$ cat src/rtl/ioreg_pkg.sv
// Shared types and address helpers for the I/O register space.
// Assumes a 6-bit I/O address. The reserved set is fixed by behaviour.
package ioreg_pkg;

    localparam int IO_AW = 6;

    // Bit-operation command encoding
    typedef enum logic [1:0] {
        BOP_SET  = 2'b00,
        BOP_CLR  = 2'b01,
        BOP_TSTS = 2'b10,
        BOP_TSTC = 2'b11
    } bop_e;

    // One-hot select of the real registers
    typedef struct packed {
        logic port;
        logic dir;
        logic pin;
    } sel_t;

    // True for the storage-less addresses that alias the latch
    function automatic logic addr_is_rsv(input logic [IO_AW-1:0] a);
        return (a <= 6'h02) || ((a >= 6'h0C) && (a <= 6'h14));
    endfunction

endpackage

$ cat src/rtl/ioreg_decode.sv
// Address decoder: turns an I/O address into a register select.
// Also flags reserved addresses. Purely combinational.
module ioreg_decode
    import ioreg_pkg::*;
#(
    parameter logic [IO_AW-1:0] PORT_A = 6'h0B,
    parameter logic [IO_AW-1:0] DIR_A  = 6'h0A,
    parameter logic [IO_AW-1:0] PIN_A  = 6'h09
) (
    input  logic [IO_AW-1:0] addr,
    output sel_t             sel,
    output logic             rsv
);

    // Compare the address against each mapped register and the reserved set
    always_comb begin
        sel.port = (addr == PORT_A);
        sel.dir  = (addr == DIR_A);
        sel.pin  = (addr == PIN_A);
        rsv      = addr_is_rsv(addr);
    end

endmodule

$ cat src/rtl/ioreg_bank.sv
// Real register bank: port output, direction and synchronized pin input.
// Assumes sel is one-hot or zero. The pin register is read-only.
module ioreg_bank
    import ioreg_pkg::*;
#(
    parameter int DW          = 8,
    parameter int SYNC_STAGES = 2
) (
    input  logic          clk,
    input  logic          rst_n,
    input  sel_t          sel,
    input  logic          wr_en,
    input  logic [DW-1:0] wr_data,
    input  logic [DW-1:0] pin_in,
    output logic [DW-1:0] rd_val,
    output logic [DW-1:0] port_q,
    output logic [DW-1:0] dir_q
);

    logic [SYNC_STAGES-1:0][DW-1:0] sync_q;

    // Writable registers: port and direction
    always_ff @(posedge clk) begin
        if (!rst_n) begin
            port_q <= '0;
            dir_q  <= '0;
        end else if (wr_en) begin
            if (sel.port) port_q <= wr_data;
            if (sel.dir)  dir_q  <= wr_data;
        end
    end

    // Pin synchronizer chain, one stage per generate step
    for (genvar g = 0; g < SYNC_STAGES; g++) begin : g_sync
        if (g == 0) begin : g_first
            always_ff @(posedge clk) begin
                if (!rst_n) sync_q[0] <= '0;
                else        sync_q[0] <= pin_in;
            end
        end else begin : g_next
            always_ff @(posedge clk) begin
                if (!rst_n) sync_q[g] <= '0;
                else        sync_q[g] <= sync_q[g-1];
            end
        end
    end

    // Read multiplexer over the real registers
    always_comb begin
        rd_val = '0;
        if (sel.port)     rd_val = port_q;
        else if (sel.dir) rd_val = dir_q;
        else if (sel.pin) rd_val = sync_q[SYNC_STAGES-1];
    end

endmodule

$ cat src/rtl/ioreg_bitalu.sv
// Bit modify/test unit for read-modify-write bit commands.
// Combinational. Assumes the caller gates the write by the command type.
module ioreg_bitalu
    import ioreg_pkg::*;
#(
    parameter int DW = 8,
    localparam int BW = $clog2(DW)
) (
    input  logic [1:0]    cmd,
    input  logic [BW-1:0] bit_idx,
    input  logic [DW-1:0] old_val,
    output logic [DW-1:0] new_val,
    output logic          is_write,
    output logic          test_res
);

    logic [DW-1:0] mask;

    // Build the mask, the modified byte and the skip decision
    always_comb begin
        mask     = DW'(1) << bit_idx;
        is_write = 1'b0;
        new_val  = old_val;
        test_res = 1'b0;
        case (bop_e'(cmd))
            BOP_SET:  begin is_write = 1'b1; new_val = old_val | mask;  end
            BOP_CLR:  begin is_write = 1'b1; new_val = old_val & ~mask; end
            BOP_TSTS: test_res = old_val[bit_idx];
            BOP_TSTC: test_res = ~old_val[bit_idx];
            default:  ;
        endcase
    end

endmodule

$ cat src/rtl/ioreg_space.sv
// Top of the I/O register space with a hidden last-read latch.
// Every I/O-instruction read, including the read phase of a bit command,
// loads the latch. Reserved addresses return it, and data-space loads
// leave it alone. Assumes at most one strobe per cycle. If several come,
// the priority is bit_op, then io_wr, then io_rd, then ds_rd.
module ioreg_space
    import ioreg_pkg::*;
#(
    parameter int DW          = 8,
    parameter int SYNC_STAGES = 2,
    parameter logic [IO_AW-1:0] PORT_A = 6'h0B,
    parameter logic [IO_AW-1:0] DIR_A  = 6'h0A,
    parameter logic [IO_AW-1:0] PIN_A  = 6'h09,
    localparam int BW = $clog2(DW)
) (
    input  logic             clk,
    input  logic             rst_n,
    input  logic             io_rd,
    input  logic             io_wr,
    input  logic             ds_rd,
    input  logic             bit_op,
    input  logic [1:0]       bit_cmd,
    input  logic [BW-1:0]    bit_sel,
    input  logic [IO_AW-1:0] addr,
    input  logic [DW-1:0]    wdata,
    input  logic [DW-1:0]    pin_in,
    output logic [DW-1:0]    rdata,
    output logic             skip,
    output logic [DW-1:0]    port_out,
    output logic [DW-1:0]    dir_out
);

    sel_t          sel;
    logic          rsv;
    logic [DW-1:0] bank_val, rd_mux, alu_val, latch_q;
    logic          alu_wr, alu_test;
    logic          op_bit, op_wr, op_rd, op_ds;
    logic          bank_we;
    logic [DW-1:0] bank_wd;

    ioreg_decode #(.PORT_A(PORT_A), .DIR_A(DIR_A), .PIN_A(PIN_A)) u_dec (
        .addr (addr),
        .sel  (sel),
        .rsv  (rsv)
    );

    ioreg_bank #(.DW(DW), .SYNC_STAGES(SYNC_STAGES)) u_bank (
        .clk     (clk),
        .rst_n   (rst_n),
        .sel     (sel),
        .wr_en   (bank_we),
        .wr_data (bank_wd),
        .pin_in  (pin_in),
        .rd_val  (bank_val),
        .port_q  (port_out),
        .dir_q   (dir_out)
    );

    ioreg_bitalu #(.DW(DW)) u_alu (
        .cmd      (bit_cmd),
        .bit_idx  (bit_sel),
        .old_val  (rd_mux),
        .new_val  (alu_val),
        .is_write (alu_wr),
        .test_res (alu_test)
    );

    // Arbitrate the strobes and form the read value and the bank write
    always_comb begin
        op_bit  = bit_op;
        op_wr   = io_wr & ~bit_op;
        op_rd   = io_rd & ~bit_op & ~io_wr;
        op_ds   = ds_rd & ~bit_op & ~io_wr & ~io_rd;
        rd_mux  = rsv ? latch_q : bank_val;
        bank_we = op_wr | (op_bit & alu_wr);
        bank_wd = op_bit ? alu_val : wdata;
    end

    // Latch, read-data register and skip flag
    always_ff @(posedge clk) begin
        if (!rst_n) begin
            latch_q <= '0;
            rdata   <= '0;
            skip    <= 1'b0;
        end else begin
            skip <= op_bit & bit_cmd[1] & alu_test;
            if (op_bit | op_rd) latch_q <= rd_mux;
            if (op_rd | op_ds)  rdata   <= rd_mux;
        end
    end

endmodule

$ cat config.mk
export PLATFORM = sky130hd
export DESIGN_NAME = ioreg_space
export DESIGN_NICKNAME = d
export VERILOG_FILES = /design/src/rtl/ioreg_pkg.sv /design/src/rtl/ioreg_decode.sv /design/src/rtl/ioreg_bank.sv /design/src/rtl/ioreg_bitalu.sv /design/src/rtl/ioreg_space.sv
export SDC_FILE = /design/constraint.sdc
export NUM_CORES = 1
export LEC_CHECK = 0
export ABC_AREA = 1
export BUFFER_PORTS_ARGS = -buffer_cell sky130_fd_sc_hd__buf_2
export CORE_UTILIZATION = 54
export CTS_CLUSTER_DIAMETER = 60
export DETAILED_ROUTE_END_ITERATION = 8
export PLACE_DENSITY = 0.82
export SLEW_MARGIN = 20
export SYNTH_ARGS = -nofsm -noshare
export SYNTH_HDL_FRONTEND = slang
export SYNTH_HIERARCHICAL = 1
export SYNTH_SLANG_ARGS = --single-unit
export TNS_END_PERCENT = 100
$ cat constraint.sdc
create_clock -name clk -period 2.4 [get_ports clk]
set_input_delay 0.36 -clock clk [delete_from_list [all_inputs] [get_ports clk]]
set_output_delay 0.36 -clock clk [all_outputs]
set_load 0.005 [all_outputs]
==> flow_metrics.env, run 1 <==
export IMPL_run_status="finished clean"
export IMPL_fin_tns_setup_ns=0
export IMPL_grt_overflow_total=0
export IMPL_drt_initial_drc_count=232
export IMPL_number_of_global_route_vias_before_repair=2362
export IMPL_clkLatencyLatePin_ns=0.31
export IMPL_layout_cells_most_common="nand2_1"
export IMPL_antenna_violating_nets_post_route=0
export IMPL_design_die_area_um2=5250
export IMPL_fin_cells=556
export IMPL_synth_top_cell_area_share=0.366
export IMPL_grt_first_pass_wirelength_um=10400
export IMPL_avgViaCountPerCell=4.89
export IMPL_detail_route_wirelength_um=6250
export IMPL_post_route_cells_drive_above_1_share=0.182
export IMPL_rr_worst_depth=14
export IMPL_grt_max_degree=50
export IMPL_synthesis_nets=470
export IMPL_setup_violations=0
export IMPL_cts_buffers=5
export IMPL_area_growth_synth_to_final_pct=14.1
export IMPL_path_max_fanout=25
export IMPL_post_cts_resize_count=0
export IMPL_die_height_um=72.5
export IMPL_fin_hold_viols=0
export IMPL_clock_sink_count=49
export IMPL_worst_slew_margin_rel=0.472
export IMPL_route_detailed_drc=0
export IMPL_final_period_utilization=0.851
export IMPL_nFillCells=480
export IMPL_globalplace_congestion=0.917
export IMPL_peakVddDrop_uv=443
export IMPL_startpoint_type="primary input"
export IMPL_numPortBuffers=57
export IMPL_drt_wirelength_per_cell_um=11.2
export IMPL_tritoncts_clock_tree="yes"
export IMPL_detailed_place_hpwl_um=4490
export IMPL_synth_cell_type_count=21
export IMPL_tightest_slew_ns=0.792
export IMPL_chipWidth_um=72.5
export IMPL_cts_repair_timing_setup_buffer_count=0
export IMPL_yosys_top_cell_by_area="dfxtp_1"
export IMPL_core_region_area_um2=4750
export IMPL_report_power_total_w=0.00168
export IMPL_yosysWarnings=6
export IMPL_num_vias=2718
export IMPL_cts_root_buffer="clkbuf_8"
export IMPL_ctsHtreeMaxLevel=2
export IMPL_dp_worst_setup_slack_ns=0.0707
export IMPL_post_synthesis_instance_total=437
export IMPL_final_setup_margin_ns=0.357
export IMPL_cts_max_path_buffers=2
export IMPL_insertedDiodeCount=0
export IMPL_yosysSeqAreaShare=0.366
export IMPL_cp_data_required_time_ns=2.61
export IMPL_initial_antenna_violation_count=0
export IMPL_pin_count=58
export IMPL_critical_path_class="primary input to register"
export IMPL_initial_core_utilization=0.564
export IMPL_final_max_slew_viol_count=0
export IMPL_syn_area_per_cell_um2=6.13
export IMPL_worstHoldPathCells=3
export IMPL_synth_cell_area_um2=2680
export IMPL_rrSetupSlack_ns=0.76
export IMPL_finalClockSkew_ns=0.0123
export IMPL_final_min_clock_period_ns=2.04
export IMPL_fmax_mhz=490
export IMPL_drt_pre_antenna_iters=5
export IMPL_cell_count_after_placement=548
export IMPL_power_per_cell_area_nw_per_um2=548
export IMPL_path_clk_slew_ns=0.11
export IMPL_endpoint_kind="register"
export IMPL_synth_seq_cells=49
export IMPL_most_common_layout_cells="153 x nand2_1, 87 x nor2_1, 57 x buf_2, 55 x inv_1, 49 x dfxtp_1"
export IMPL_rsz0062_at_grt="no"
export IMPL_cp_data_arrival_time_ns=2.25
export IMPL_grt_util_all_layers=0.253
export IMPL_placement_row_count=25
export IMPL_design_final_nets=521
export IMPL_cts_hold_fix_buffers=0
export IMPL_max_cap_violations=0
export IMPL_ys_top_cells_by_area="dfxtp_1 37%, nand2_1 21%, nor2_1 12%"
export IMPL_area_sequential_um2=981
export IMPL_hold_ws_ns=0.215
export IMPL_multi_input_comb_area_um2=1330
export IMPL_power_leakage_nw=1.82
export IMPL_worst_hold_path_type="primary input to register"
==> per-stage QoR <==
stage | util | area, µm²
4_1_cts | 0.643 | 3060
3_3_place_gp | 0.623 | 2960
3_5_place_dp | 0.623 | 2960
5_1_grt | 0.643 | 3060
6_report | 0.643 | 3060
2_1_floorplan | - | 2680
==> layout make-up <==
class,count,share of cell area
Inverter,61,0.0765
Sequential cell,49,0.321
Tap cell,67,0.0274
Clock inverter,3,0.00941
Clock buffer,5,0.0225
Multi-Input combinational cell,309,0.434
Timing Repair Buffer,62,0.110
==> Yosys cell counts (all sizes together) <==
| cell type | instances |
|---|---|
| o21ai | 17 |
| mux2i | 8 |
| nor2 | 94 |
| nor3 | 1 |
| nand2 | 156 |
| dfxtp | 49 |
| clkbuf | 1 |
| inv | 61 |
| a21oi | 17 |
| buf | 17 |
| nand3 | 14 |
| o21a | 1 |
| nor4 | 1 |
==> worst paths after layout <==
| path | from | end |
|---|---|---|
| max | addr[5] | u_bank/dir_q[7] |
| min | pin_in[3] | u_bank/sync_q[3] |
| max reg2reg | u_bank/dir_q[7] | u_bank/dir_q[7] |
| min reg2reg | u_bank/sync_q[4] | u_bank/sync_q[12] |
==> metal layers <==
| layer | share of wire | track usage |
|---|---|---|
| met1 | 0.45 | 0.331 |
| met2 | 0.47 | 0.420 |
| met3 | 0.068 | 0.0486 |
| met4 | 0.018 | 0.0784 |
| met5 | 0 | 0 |
==> cell families (layout without fill, tap and decap cells) <==
kind of cell	count (synthesis)	count (layout)	synth area share
AO/OA/AOI/OAI	35	35	0.0677
buffers and inverters	79	131	0.139
AND/OR/NAND/NOR	266	266	0.398
flip-flops	49	49	0.366
multiplexers	8	8	0.0299
==> report_power, final <==
| group | leakage [nW] | total [W] | internal, W | switching (W) |
|---|---|---|---|---|
| logic | 1.37 | 0.000288 | 0.000101 | 0.000186 |
| clock network | 0.0506 | 0.000529 | 0.000218 | 0.000311 |
| registers | 0.401 | 0.000859 | 0.000847 | 0.0000112 |
| total | 1.82 | 0.00168 | 0.00117 | 0.000508 |
==> critical path, stage by stage <==
cell and delay [ns]:
buf_2 0.12, nor2_2 0.14, nand2_1 0.09, nor3_2 0.20, buf_12 0.19, nor2_1 0.06, nor2_1 0.09, nor2_1 0.05
inv_1 0.05, nand2_1 0.06, nand2_1 0.10, inv_1 0.08, mux2i_1 0.18, inv_1 0.07, nand2_1 0.06, nand2_1 0.08
o21ai_0 0.21, nor2_1 0.06
==> registers in the layout, summed over array words and instances (netlist names) <==
| register | cells |
|---|---|
| latch_q | 8 |
| rdata | 8 |
| u_bank/sync_q | 16 |
| u_bank/port_q | 8 |
| skip | 1 |
| u_bank/dir_q | 8 |
No activity file was read; power rests on OpenSTA's default activity.
==> run 2, diff against run 1 <==
GPL_TIMING_DRIVEN = 0   (was default)
REMOVE_ABC_BUFFERS = 1   (was default)
==> run 2 against run 1 <==
  * Non-clock buffer count stayed put
  * Sequential power hardly changed
  * Critical path depth is 2 higher
  * Clock power is 3% lower
  * First-iteration DRC count is 34% lower
  * Utilization is 1.2 points higher
  * Clock skew is 0.0026 ns lower
  * Via count is 1.9% lower
  * Combinational power is 1% lower
  * Flip-flop and latch count stayed put
  * Cell count is 0.18% higher
  * Largest power group unchanged
==> flow_metrics.env, run 2 (same netlist as run 1, synthesis figures left out) <==
export IMPL_pin_count=58
export IMPL_finalClockSkew_ns=0.00967
export IMPL_cp_data_arrival_time_ns=2.39
export IMPL_cp_data_required_time_ns=2.64
export IMPL_critical_path_class="primary input to register"
export IMPL_placement_row_count=25
export IMPL_initial_antenna_violation_count=0
export IMPL_fin_hold_viols=0
export IMPL_clkPwrFrac=0.310
export IMPL_grt_util_all_layers=0.235
export IMPL_max_reg_flops=16
export IMPL_layout_core_utilization=0.655
export IMPL_design_final_nets=522
export IMPL_run_status="finished clean"
export IMPL_cts_buffers=5
export IMPL_chipWidth_um=72.5
export IMPL_globalplace_congestion=0.923
export IMPL_power_per_cell_area_nw_per_um2=531
export IMPL_path_max_fanout=8
export IMPL_endpoint_kind="register"
export IMPL_cts_max_path_buffers=2
export IMPL_detail_route_wirelength_um=6000
export IMPL_detailed_place_hpwl_um=4180
export IMPL_peakVddDrop_uv=483
export IMPL_internal_power_w=0.00118
export IMPL_clkLatencyLatePin_ns=0.30
export IMPL_cell_count_after_placement=543
export IMPL_fin_cells=557
export IMPL_numPortBuffers=57
export IMPL_die_height_um=72.5
export IMPL_dp_worst_setup_slack_ns=-0.351
export IMPL_ctsHtreeMaxLevel=2
export IMPL_worst_hold_path_type="primary input to register"
export IMPL_layout_cells_most_common="nand2_1"
export IMPL_startpoint_type="primary input"
export IMPL_power_switching_share=0.285
export IMPL_initial_core_utilization=0.564
export IMPL_path_clk_slew_ns=0.09
export IMPL_final_min_clock_period_ns=2.15
export IMPL_grt_first_pass_wirelength_um=9730
export IMPL_cts_root_buffer="clkbuf_8"
export IMPL_final_period_utilization=0.896
export IMPL_max_cap_violations=0
export IMPL_post_route_cells_drive_above_1_share=0.188
export IMPL_antenna_violating_nets_post_route=0
export IMPL_core_region_area_um2=4750
export IMPL_fin_tns_setup_ns=0
export IMPL_drt_initial_drc_count=153
export IMPL_tightest_slew_ns=0.789
export IMPL_route_detailed_drc=0
export IMPL_area_growth_synth_to_final_pct=16.2
export IMPL_design_die_area_um2=5250
export IMPL_netSwitchingPower_w=0.000471
export IMPL_number_of_global_route_vias_before_repair=2311
export IMPL_clock_sink_count=49
export IMPL_tritoncts_clock_tree="yes"
export IMPL_grt_max_degree=50
export IMPL_combPwrFrac=0.172
export IMPL_pwr_share_seq=0.519
export IMPL_most_common_layout_cells="152 x nand2_1, 86 x nor2_1, 57 x buf_2, 55 x inv_1, 49 x dfxtp_1"
export IMPL_final_setup_margin_ns=0.250
export IMPL_power_leakage_nw=1.84
export IMPL_rsz0062_at_grt="no"
export IMPL_avgViaCountPerCell=4.79
export IMPL_num_vias=2667
export IMPL_drt_wirelength_per_cell_um=10.8
export IMPL_worst_slew_margin_rel=0.474
export IMPL_drt_pre_antenna_iters=5
export IMPL_fmax_mhz=465
export IMPL_insertedDiodeCount=0
export IMPL_registers_top_by_ff_count="u_bank/sync_q"
export IMPL_setup_violations=0
export IMPL_final_max_slew_viol_count=0
export IMPL_cts_hold_fix_buffers=0
export IMPL_grt_overflow_total=0
[run 2: cell count changes in the layout (fill, tap and decap cells not counted), sizes merged]
cell,delta
clkinvlp,+1
nor3,+1
clkinv,-1
inv,-1
clkbuf,+1
[run 2: power groups by stage]
stage / clock [W] / combinational, W / sequential [W]
2_1_floorplan: 0 / 0.000172 / 0.000877
5_1_grt: 0.000560 / 0.000329 / 0.000862
6_report: 0.000512 / 0.000284 / 0.000859
4_1_cts: 0.000525 / 0.000276 / 0.000859
3_5_place_dp: 0 / 0.000274 / 0.000878
3_3_place_gp: 0 / 0.000267 / 0.000876
[run 2: per-layer routing]
layer | share of wire | GRT usage
met1 | 0.45 | 0.292
met2 | 0.47 | 0.406
met3 | 0.067 | 0.0417
met4 | 0.019 | 0.0871
met5 | 0 | 0
[run 2: per-stage QoR]
| stage | power [W] | hold slack [ns] | area [µm²] |
|---|---|---|---|
| 6_report | 0.00165 | 0.230 | 3110 |
| 5_1_grt | 0.00175 | 0.235 | 3110 |
| 4_1_cts | 0.00166 | 0.227 | 3020 |
| 3_5_place_dp | 0.00115 | 0.398 | 2920 |
| 3_3_place_gp | 0.00114 | 0.395 | 2910 |
| 2_1_floorplan | 0.00105 | 0.390 | 2540 |
[run 2: worst paths after layout]
path	depth (start not counted)	endpoint	start	slack (ns)
setup / recovery	20	skip	addr[0]	0.25
hold / removal	3	u_bank/sync_q[7]	pin_in[7]	0.23
setup reg to reg	14	u_bank/dir_q[6]	u_bank/dir_q[6]	0.84
hold reg to reg	2	u_bank/sync_q[13]	u_bank/sync_q[5]	0.42
[run 2: critical path: stages]
cell	delay [ns]
buf_2	0.18
nand3_1	0.21
nor4_4	0.25
buf_4	0.20
nand2_1	0.08
nor2_1	0.10
nor2_1	0.05
nor2_1	0.10
inv_1	0.05
nand2_1	0.08
nand2_1	0.07
inv_1	0.12
nand2_1	0.07
nand2_1	0.05
nand2_1	0.05
nand3_1	0.08
nand3_1	0.08
nand2_1	0.07
nand2_1	0.04
nor2_1	0.09
[run 2: area by class of cell]
type / instances / area, µm²
tap: 67 / 83.8
clock buffer: 6 / 82.6
fill: 481 / 1640
timing repair buffer: 62 / 348
sequential: 49 / 981
clock inverter: 2 / 16.3
multi-input combinational: 310 / 1370
inverter: 61 / 234
[run 2: what timing repair did]
item,4_1_cts,5_1_grt
gates cloned,0,1
gates resized for setup,1,4
hold endpoints to repair,0,0
buffers inserted,0,5
setup endpoints to repair,3,17
pin swaps,0,4
